===== src/rtl/its_pkg.sv =====
package its_pkg;

   localparam int unsigned SLOT_COUNT = 7;

   localparam int unsigned S_T0 = 0;
   localparam int unsigned S_T1 = 1;
   localparam int unsigned S_T2 = 2;
   localparam int unsigned S_T3 = 3;
   localparam int unsigned S_T4 = 4;
   localparam int unsigned S_T5 = 5;
   localparam int unsigned S_T6 = 6;

   typedef enum logic [1:0] {
      MAR_FROM_PC   = 2'd0,
      MAR_FROM_ADDR = 2'd1,
      MAR_FROM_MEM  = 2'd2
   } mar_src_e;

   typedef struct packed {
      logic     ld_mar;
      logic     mem_rd;
      logic     ld_ir;
      logic     inc_pc;
      logic     ld_pc;
      logic     ld_dr;
      logic     alu_en;
      logic     wr_back;
      mar_src_e mar_src;
   } strobe_t;

endpackage


===== src/rtl/its_slot_counter.sv =====
module its_slot_counter #(
   parameter int unsigned SLOTS   = 7,
   parameter bit          ONE_HOT = 1'b1
) (
   input  logic             clk,
   input  logic             rst_n,
   input  logic             advance,
   input  logic             finish,
   output logic [SLOTS-1:0] slot_oh
);

   localparam int unsigned CNT_W = (SLOTS > 1) ? $clog2(SLOTS) : 1;

   if (SLOTS < 2) begin : g_bad_slots
      $error("its_slot_counter: SLOTS must be at least 2");
   end

   if (ONE_HOT) begin : g_onehot
      logic [SLOTS-1:0] state_q;

      always_ff @(posedge clk) begin
         if (!rst_n || finish) begin
            state_q <= {{(SLOTS-1){1'b0}}, 1'b1};
         end else if (advance) begin
            state_q <= {state_q[SLOTS-2:0], 1'b0};
         end
      end

      assign slot_oh = state_q;
   end else begin : g_binary
      logic [CNT_W-1:0] cnt_q;

      always_ff @(posedge clk) begin
         if (!rst_n || finish) begin
            cnt_q <= '0;
         end else if (advance) begin
            cnt_q <= cnt_q + 1'b1;
         end
      end

      for (genvar i = 0; i < SLOTS; i++) begin : g_dec
         assign slot_oh[i] = (cnt_q == CNT_W'(i));
      end
   end

   // a reset edge always lands the counter in T0
   p_reset_t0_r1: assert property (@(posedge clk) !rst_n |=> slot_oh[0]);

endmodule


===== src/rtl/its_op_decoder.sv =====
module its_op_decoder #(
   parameter int unsigned OPC_W      = 3,
   parameter int unsigned REG_OPCODE = 7
) (
   input  logic                  enable,
   input  logic [OPC_W-1:0]      opcode,
   output logic [(1<<OPC_W)-1:0] line,
   output logic                  is_reg_class
);

   localparam int unsigned LINES = 1 << OPC_W;

   if (REG_OPCODE >= LINES) begin : g_bad_reg_op
      $error("its_op_decoder: REG_OPCODE does not fit in OPC_W bits");
   end

   for (genvar i = 0; i < LINES; i++) begin : g_line
      assign line[i] = enable && (opcode == OPC_W'(i));
   end

   assign is_reg_class = (opcode == OPC_W'(REG_OPCODE));

endmodule


===== src/rtl/its_ctrl_gen.sv =====
module its_ctrl_gen
   import its_pkg::*;
#(
   parameter int unsigned SLOTS = 7
) (
   input  logic [SLOTS-1:0] slot_oh,
   input  logic             is_reg_class,
   input  logic             indirect,
   input  logic             mem_ready,
   input  logic             alu_cond,
   output strobe_t          strb,
   output logic             advance,
   output logic             finish
);

   if (SLOTS != SLOT_COUNT) begin : g_bad_slots
      $error("its_ctrl_gen: sequence needs exactly SLOT_COUNT slots");
   end

   logic mem_class;
   logic ind_mem;

   assign mem_class = !is_reg_class;
   assign ind_mem   = mem_class && indirect;

   always_comb begin
      strb         = '0;
      strb.mar_src = MAR_FROM_PC;
      advance      = 1'b0;
      finish       = 1'b0;

      if (slot_oh[S_T0]) begin
         strb.ld_mar  = 1'b1;
         strb.mar_src = MAR_FROM_PC;
         advance      = 1'b1;
      end

      if (slot_oh[S_T1]) begin
         strb.mem_rd = 1'b1;
         strb.ld_ir  = mem_ready;
         strb.inc_pc = mem_ready;
         advance     = mem_ready;
      end

      if (slot_oh[S_T2]) begin
         if (mem_class) begin
            strb.ld_mar  = 1'b1;
            strb.mar_src = MAR_FROM_ADDR;
         end
         advance = 1'b1;
      end

      if (slot_oh[S_T3]) begin
         if (is_reg_class) begin
            strb.alu_en = 1'b1;
            finish      = 1'b1;
         end else if (ind_mem) begin
            strb.mem_rd  = 1'b1;
            strb.ld_mar  = mem_ready;
            strb.mar_src = mem_ready ? MAR_FROM_MEM : MAR_FROM_PC;
            advance      = mem_ready;
         end else begin
            advance = 1'b1;
         end
      end

      if (slot_oh[S_T4]) begin
         strb.mem_rd = 1'b1;
         strb.ld_dr  = mem_ready;
         advance     = mem_ready;
      end

      if (slot_oh[S_T5]) begin
         strb.alu_en = 1'b1;
         advance     = 1'b1;
      end

      if (slot_oh[S_T6]) begin
         strb.wr_back = 1'b1;
         finish       = mem_ready;
      end

      strb.ld_pc = finish && alu_cond;
   end

endmodule


===== src/rtl/instr_timing_seq.sv =====
module instr_timing_seq
   import its_pkg::*;
#(
   parameter int unsigned OPC_W      = 3,
   parameter int unsigned REG_OPCODE = 7,
   parameter bit          ONE_HOT    = 1'b1
) (
   input  logic                  clk,
   input  logic                  rst_n,
   input  logic [OPC_W-1:0]      ir_opcode,
   input  logic                  ir_indirect,
   input  logic                  mem_ready,
   input  logic                  alu_cond,
   output logic [6:0]            t_slot,
   output logic [(1<<OPC_W)-1:0] dec_line,
   output logic [1:0]            mar_src,
   output logic                  ld_mar,
   output logic                  mem_rd,
   output logic                  ld_ir,
   output logic                  inc_pc,
   output logic                  ld_pc,
   output logic                  ld_dr,
   output logic                  alu_en,
   output logic                  wr_back
);

   localparam int unsigned SLOTS = SLOT_COUNT;

   if (OPC_W < 1 || OPC_W > 6) begin : g_bad_opc_w
      $error("instr_timing_seq: OPC_W out of range");
   end

   logic [SLOTS-1:0] slot_oh;
   logic             advance;
   logic             finish;
   logic             is_reg_class;
   strobe_t          strb;

   its_slot_counter #(
      .SLOTS   (SLOTS),
      .ONE_HOT (ONE_HOT)
   ) ctr_i (
      .clk     (clk),
      .rst_n   (rst_n),
      .advance (advance),
      .finish  (finish),
      .slot_oh (slot_oh)
   );

   its_op_decoder #(
      .OPC_W      (OPC_W),
      .REG_OPCODE (REG_OPCODE)
   ) dec_i (
      .enable       (slot_oh[S_T2]),
      .opcode       (ir_opcode),
      .line         (dec_line),
      .is_reg_class (is_reg_class)
   );

   its_ctrl_gen #(
      .SLOTS (SLOTS)
   ) ctl_i (
      .slot_oh      (slot_oh),
      .is_reg_class (is_reg_class),
      .indirect     (ir_indirect),
      .mem_ready    (mem_ready),
      .alu_cond     (alu_cond),
      .strb         (strb),
      .advance      (advance),
      .finish       (finish)
   );

   assign t_slot  = slot_oh;
   assign mar_src = strb.mar_src;
   assign ld_mar  = strb.ld_mar;
   assign mem_rd  = strb.mem_rd;
   assign ld_ir   = strb.ld_ir;
   assign inc_pc  = strb.inc_pc;
   assign ld_pc   = strb.ld_pc;
   assign ld_dr   = strb.ld_dr;
   assign alu_en  = strb.alu_en;
   assign wr_back = strb.wr_back;

   // T0 never stalls
   p_fetch_adv_r2: assert property (@(posedge clk) disable iff (!rst_n)
      t_slot[S_T0] |=> t_slot[S_T1]);

   // loading IR ends the fetch
   p_ir_then_decode_r3: assert property (@(posedge clk) disable iff (!rst_n)
      ld_ir |=> t_slot[S_T2]);

   // the decoder shows one line during T2
   p_dec_one_r4: assert property (@(posedge clk) disable iff (!rst_n)
      t_slot[S_T2] |-> $onehot(dec_line));

   // register class is done after T3
   p_reg_done_r8: assert property (@(posedge clk) disable iff (!rst_n)
      (t_slot[S_T3] && ir_opcode == OPC_W'(REG_OPCODE)) |=> t_slot[S_T0]);

   // a PC reload is followed by a fresh fetch
   p_ldpc_end_r10: assert property (@(posedge clk) disable iff (!rst_n)
      ld_pc |=> t_slot[S_T0]);

   // an unfinished memory access holds the slot
   p_stall_hold_r11: assert property (@(posedge clk) disable iff (!rst_n)
      ((mem_rd || wr_back) && !mem_ready) |=> $stable(t_slot));

endmodule


===== config.mk =====
export PLATFORM = sky130hd
export DESIGN_NAME = instr_timing_seq
export DESIGN_NICKNAME = d
export VERILOG_FILES = /design/src/rtl/its_pkg.sv /design/src/rtl/its_slot_counter.sv /design/src/rtl/its_op_decoder.sv /design/src/rtl/its_ctrl_gen.sv /design/src/rtl/instr_timing_seq.sv
export SDC_FILE = /design/constraint.sdc
export NUM_CORES = 1
export LEC_CHECK = 0
export ABC_CLOCK_PERIOD_IN_PS = 1300
export CAP_MARGIN = 15
export CORE_MARGIN = 1
export CORE_UTILIZATION = 31
export DETAILED_ROUTE_END_ITERATION = 8
export GPL_ROUTABILITY_DRIVEN = 0
export PLACE_DENSITY = 0.79
export SETUP_SLACK_MARGIN = 0.5
export SLEW_MARGIN = 40
export SYNTH_ARGS = -nofsm -noshare
export SYNTH_HDL_FRONTEND = slang
export SYNTH_SLANG_ARGS = --single-unit

===== constraint.sdc =====
create_clock -name clk -period 1.3 [get_ports clk]
set_input_delay 0.13 -clock clk [delete_from_list [all_inputs] [get_ports clk]]
set_output_delay 0.13 -clock clk [all_outputs]
set_load 0.01 [all_outputs]

==> metrics.txt, run 1 <==
CTS tree yes; PD cells around 1500 nW/um^2; post-route cell area 1080 um^2; H-tree depth 1; Peak supply drop 0.000931 V; first-pass GRT wire length between 2000 and 3000 um; Non-Filler Instances 133; Avg Synthesized Cell Area 7.90 um^2; Pint 988 uW; violations in the final reports negative setup slack; origin of the critical flop-to-flop path ctr_i.slot_oh[3]; initial DRC count 9; HP Start ctr_i.slot_oh[5]; Placed Instances about 120; worst skew pair latency between 0.2 and 0.3 ns; NetSw between 500 and 600 uW; P&R area growth vs syn 116%; Synthesis Warnings 0; clock buffer count from CTS 3; TNS Setup -0.00320 ns; worst hold stages 2; slack of the critical path -0.00320 ns; commonest non-fill, non-tap cell in the layout buf_6; Detail Route Antenna Nets 0; leading cell types in the layout, fill and taps excluded 17 x buf_6, 15 x buf_4, 14 x buf_2, 7 x nand2_1, 6 x nor2_1; max FFs per register 7; post-DP HPWL approximately 1200 um; Routed Wire Length 1750 um; post-synthesis register bit count 7; syn nets 71; Worst Path Max Fanout 5; clock skew after layout approximately 0.0033 ns; via count 653; Die Y 42.1 um; Port Buf Inserts 32; Clk pin slew, worst setup/hold paths 0.05 ns; worst rel slew slack 78.0%; Yosys top cell area share 28.1%; Worst Hold Endpoint ctr_i.slot_oh[6]; Area after DPL between 900 and 1000 um^2; endpoints failing hold 0; cell taking the most area after synthesis dfxtp_1; hold-fix buffers at CTS 0; Reg2Reg Depth 5; share of layout cells above drive strength 1 67.5%; crit start category flop; Pre-antenna DRT Iters 4; Setup CP Type flop to flop; Synth cell types 28; sequential share of the synthesized area 28.1%; Sinks on Clock Net 7; FF-to-FF End ctr_i.slot_oh[4]; Tot Pwr 1.56 mW; Worst-Margin Slew roughly 0.33 ns; Initial Utilization about 33%; total congestion overflow 0; max-slew violations 0; Ports 33; Synth area leaders dfxtp_1 28%, nand2_1 8.3%, mux2i_1 6.0%; Rows 14; gr usage total between 20% and 30%; routed len/inst between 10 and 15 um; # DRC 0; Required @ worst endpoint about 1.5 ns; Final Cycle Share 100%; WP data arrival 1.45 ns; Seq pwr share between 20% and 30%; DP Worst Slack -0.580 ns; Die Span X 42.1 um; Fin Hold WS ~0.52 ns; initial antenna violation count 0; vias per cell between 4 and 5; antenna cells 0; die footprint 1770 um^2; max frequency roughly 0.77 GHz; core footprint 1510 um^2; Nets 126; Post-Syn Instances 63; leakage power between 0.5 and 0.6 nW; Finished Core Util ~72%; RSZ-0062 raised after global routing true; number of global-route vias before repair about 630; mapped cell area 498 um^2; worst min path class flop to flop; clk buf depth 2; Final min period 1.30 ns; Comb power frac ~65%; final setup vio count 1; kind of end point of the critical path flop; status complete, but fails checks; Switching Fraction between 30% and 40%; largest net degree at the start of global routing 8; Clk pwr share 12.9%; r2r setup slk -0.003 ns; Max-Cap Viols 0; Root Driver clkbuf_4
## layer usage
layer | wire length (um) | track usage [%]
met1 | 716 | 24.5
met2 | 888 | 35.6
met3 | 121 | 9.48
met4 | 21 | 5.63
met5 | 0 | 0
## logic make-up (layout without fill, tap and decap cells)
kind of cell | Yosys count | after routing | share of synthesized area (%)
AND/OR/NAND/NOR | 36 | 36 | 38.2
buffers and inverters | 6 | 60 | 8.29
AO/OA/AOI/OAI | 11 | 11 | 19.3
flip-flops | 7 | 7 | 28.1
multiplexers | 3 | 3 | 6.03
## critical path, cell delays in order, from the launching register on
cell     delay (ns)
dfxtp_4        0.37
nand4_1        0.10
buf_4          0.16
o211a_4        0.24
and3_4         0.16
a31o_1         0.17
## worst max-delay path by stage
stage,cells after the start,slack [ns],from,endpoint
6_report,5,-0.003,ctr_i.slot_oh[3],ctr_i.slot_oh[4]
5_1_grt,4,-0.06,ctr_i.slot_oh[3],alu_en
4_1_cts,5,-0.01,ctr_i.slot_oh[3],ctr_i.slot_oh[4]
3_5_place_dp,5,-0.58,ir_opcode[0],ld_mar
3_3_place_gp,5,-0.58,ir_opcode[2],mem_rd
2_1_floorplan,5,0.05,ctr_i.slot_oh[3],ctr_i.slot_oh[4]
## power by group through the flow
stage | Clock [mW] | Combinational, mW | Sequential, mW
after global placement | 0 | 0.802 | 0.342
after detailed placement | 0 | 0.814 | 0.347
after floorplan | 0 | 0.436 | 0.365
final | 0.201 | 1.02 | 0.339
after global routing | 0.222 | 1.09 | 0.346
after CTS | 0.208 | 0.902 | 0.358
## cells in the mapped netlist
library cell  count
or2b_1            2
and3b_1           1
buf_6             1
mux2i_1           3
or2b_2            1
a31o_1            1
a21oi_1           2
nor3_1            3
o21ai_0           2
dfxtp_1           7
nand4_1           1
nand2b_1          1
nand3_1           1
or2_2             1
inv_1             2
o21bai_2          1
and3_1            1
buf_4             3
and2_1            3
nand2_1          11
o31a_1            1
and3_2            1
nor2_1            7
and3_4            1
nor3b_1           1
o211a_1           1
a32oi_4           1
o21ai_1           2
## what timing repair did
item / in CTS / in global routing
gates cloned: 0 / 0
setup endpoints to repair: 32 / 32
setup buffers: 3 / 5
resized for setup: 139 / 7
pin swaps: 8 / 5
## area by class of cell
class / instances / area, um^2
Timing Repair Buffer: 54 / 443
Fill cell: 119 / 429
Multi-Input combinational cell: 50 / 423
Sequential cell: 7 / 158
Clock buffer: 4 / 26.3
Tap cell: 16 / 20.0
Inverter: 2 / 7.51
No activity file was read; power rests on OpenSTA's default activity.
==> run 2: changes to the inputs <==
--- a/config.mk
+++ b/config.mk
@@ -11,6 +11,7 @@
 export CORE_UTILIZATION = 31
 export DETAILED_ROUTE_END_ITERATION = 8
 export GPL_ROUTABILITY_DRIVEN = 0
+export GPL_TIMING_DRIVEN = 0
 export PLACE_DENSITY = 0.79
 export SETUP_SLACK_MARGIN = 0.5
 export SLEW_MARGIN = 40
==> run 2 against run 1 <==
Against the previous run:
- the run still ends with negative setup slack left
- final cell count increased by 3.0%
- core utilization is 5.2 points higher
- critical path type is now flop to output port
- register-to-register slack got worse by 0.17 ns
- cell area is 7.3% higher
- total power is 5.2% higher
- fmax decreased by 12%
- sequential power increased by 2%
- non-clock buffer count grew 4
- clock power grew 5%
- routed wire length increased by 18%
==> metrics.txt, run 2 (synthesized netlist as in run 1, its figures left out) <==
status complete, but fails checks (unchanged); violations in the final reports negative setup slack (unchanged); largest net degree at the start of global routing 9 (was 8); antenna cells 0 (unchanged); Die Y 42.1 um (unchanged); post-DP HPWL 1120 um (was 1210 um); H-tree depth 1 (unchanged); Peak supply drop 0.00116 V (was 0.000931 V); routed len/inst 15.0 um (was 13.1 um); DP Worst Slack -0.819 ns (was -0.580 ns); Final min period 1.48 ns (was 1.30 ns); max FFs per register 7 (unchanged); Worst-Margin Slew 0.372 ns (was 0.330 ns); Port Buf Inserts 32 (unchanged); first-pass GRT wire length 3190 um (was 2850 um); Required @ worst endpoint 1.17 ns (was 1.45 ns); Area after DPL 898 um^2 (was 970 um^2); CTS tree yes (unchanged); leading cell types in the layout, fill and taps excluded 29 x buf_6, 14 x buf_2, 10 x buf_4 (was 17 x buf_6, 15 x buf_4, 14 x buf_2, 7 x nand2_1, 6 x nor2_1); max-slew violations 0 (unchanged); Clk pin slew, worst setup/hold paths 0.06 ns (was 0.05 ns); max frequency 0.677 GHz (was 0.767 GHz); Nets 130 (was 126); endpoints failing hold 0 (unchanged); Worst Path Max Fanout 4 (was 5); Fin Hold WS 0.561 ns (was 0.517 ns); Setup CP Type flop to output port (was flop to flop); initial antenna violation count 0 (unchanged); Sinks on Clock Net 7 (unchanged); final setup vio count 13 (was 1); P&R area growth vs syn 132% (was 116%); Pre-antenna DRT Iters 4 (unchanged); Routed Wire Length 2060 um (was 1750 um); core footprint 1510 um^2 (unchanged); worst rel slew slack 75.2% (was 78.0%); leakage power 0.578 nW (was 0.546 nW); crit start category flop (unchanged); Detail Route Antenna Nets 0 (unchanged); initial DRC count 11 (was 9); RSZ-0062 raised after global routing true (unchanged); worst skew pair latency 0.26 ns (was 0.25 ns); via count 710 (was 653); share of layout cells above drive strength 1 71.9% (was 67.5%); PD cells 1420 nW/um^2 (was 1450 nW/um^2); clock buffer count from CTS 3 (unchanged); clk buf depth 2 (unchanged); slack of the critical path -0.176 ns (was -0.00320 ns); WP data arrival 1.35 ns (was 1.45 ns); Max-Cap Viols 0 (unchanged); Final Cycle Share 114% (was 100%); Finished Core Util 76.7% (was 71.5%); Die Span X 42.1 um (unchanged); Ports 33 (unchanged); gr usage total 24.1% (was 21.2%); vias per cell 5.18 (was 4.91); # DRC 0 (unchanged); Initial Utilization 33.1% (unchanged); Tot Pwr 1.64 mW (was 1.56 mW); number of global-route vias before repair 668 (was 633); clock skew after layout 0.00606 ns (was 0.00334 ns); kind of end point of the critical path output port (was flop); total congestion overflow 0 (unchanged); worst min path class flop to flop (unchanged); commonest non-fill, non-tap cell in the layout buf_6 (unchanged); Rows 14 (unchanged); die footprint 1770 um^2 (unchanged); Root Driver clkbuf_4 (unchanged); post-route cell area 1160 um^2 (was 1080 um^2)
## run 2: changes by cell type in the layout (fill, tap and decap cells not counted), sizes merged
cell and delta:
buf +7, clkbuf -2, clkdlybuf4s15 -2, dlygate4sd2 +1
## run 2: per-layer routing
layer  wire, um  GRT usage, %  vias to the layer above
li1           -             -                      335
met1        818          29.1                      333
met2       1010          39.7                       32
met3        138          8.62                       10
met4         89          8.13                        0
met5          0             0                        -
## run 2: final timing paths
| path | from | endpoint | slack (ns) | cells after the start |
|---|---|---|---|---|
| worst max register to register | ctr_i.slot_oh[3] | ctr_i.slot_oh[4] | -0.17 | 7 |
| worst max-delay path | ctr_i.slot_oh[3] | ld_mar | -0.18 | 6 |
| worst min-delay path | ctr_i.slot_oh[0] | ctr_i.slot_oh[0] | 0.56 | 2 |
| worst min register to register | ctr_i.slot_oh[0] | ctr_i.slot_oh[0] | 0.56 | 2 |
## run 2: stage by stage
step	std cells	TNS (ns)
6_report	137	-1.27
5_1_grt	137	-2.05
4_1_cts	131	-1.09
3_5_place_dp	111	-12.32
3_3_place_gp	111	-11.91
2_1_floorplan	63	0
## run 2: timing repair
item / 4_1_cts / 5_1_grt
setup buffers: 16 / 6
endpoints found under the setup margin: 32 / 32
hold buffers: 0 / 0
pin swaps: 7 / 3
hold endpoints to repair: 0 / 0
gates resized for setup: 151 / 13
## run 2: area by class of cell
| cell class | count | area [um^2] |
|---|---|---|
| inverter | 2 | 7.51 |
| tap | 16 | 20.0 |
| clock buffer | 4 | 26.3 |
| fill | 95 | 350 |
| buffer | 4 | 45.0 |
| sequential | 7 | 161 |
| timing repair buffer | 54 | 473 |
| multi-input combinational | 50 | 423 |
## run 2: power by group
group,internal (mW),switching (mW)
sequential,0.283,0.0619
clock,0.118,0.0931
combinational,0.618,0.469
## run 2: worst max-delay path: stages, from the launching register on
cell and delay [ns]:
dfxtp_4 0.36, buf_4 0.11, buf_4 0.11, a21oi_2 0.04
o21ai_1 0.17, o31a_1 0.17, buf_2 0.13
==> run 3: changes to the inputs <==
--- a/config.mk
+++ b/config.mk
@@ -5,7 +5,6 @@
 export SDC_FILE = /design/constraint.sdc
 export NUM_CORES = 1
 export LEC_CHECK = 0
-export ABC_CLOCK_PERIOD_IN_PS = 1300
 export CAP_MARGIN = 15
 export CORE_MARGIN = 1
 export CORE_UTILIZATION = 31
==> results of run 3 <==
No change in the layout: final DEF, timing and power equal those of run 2.
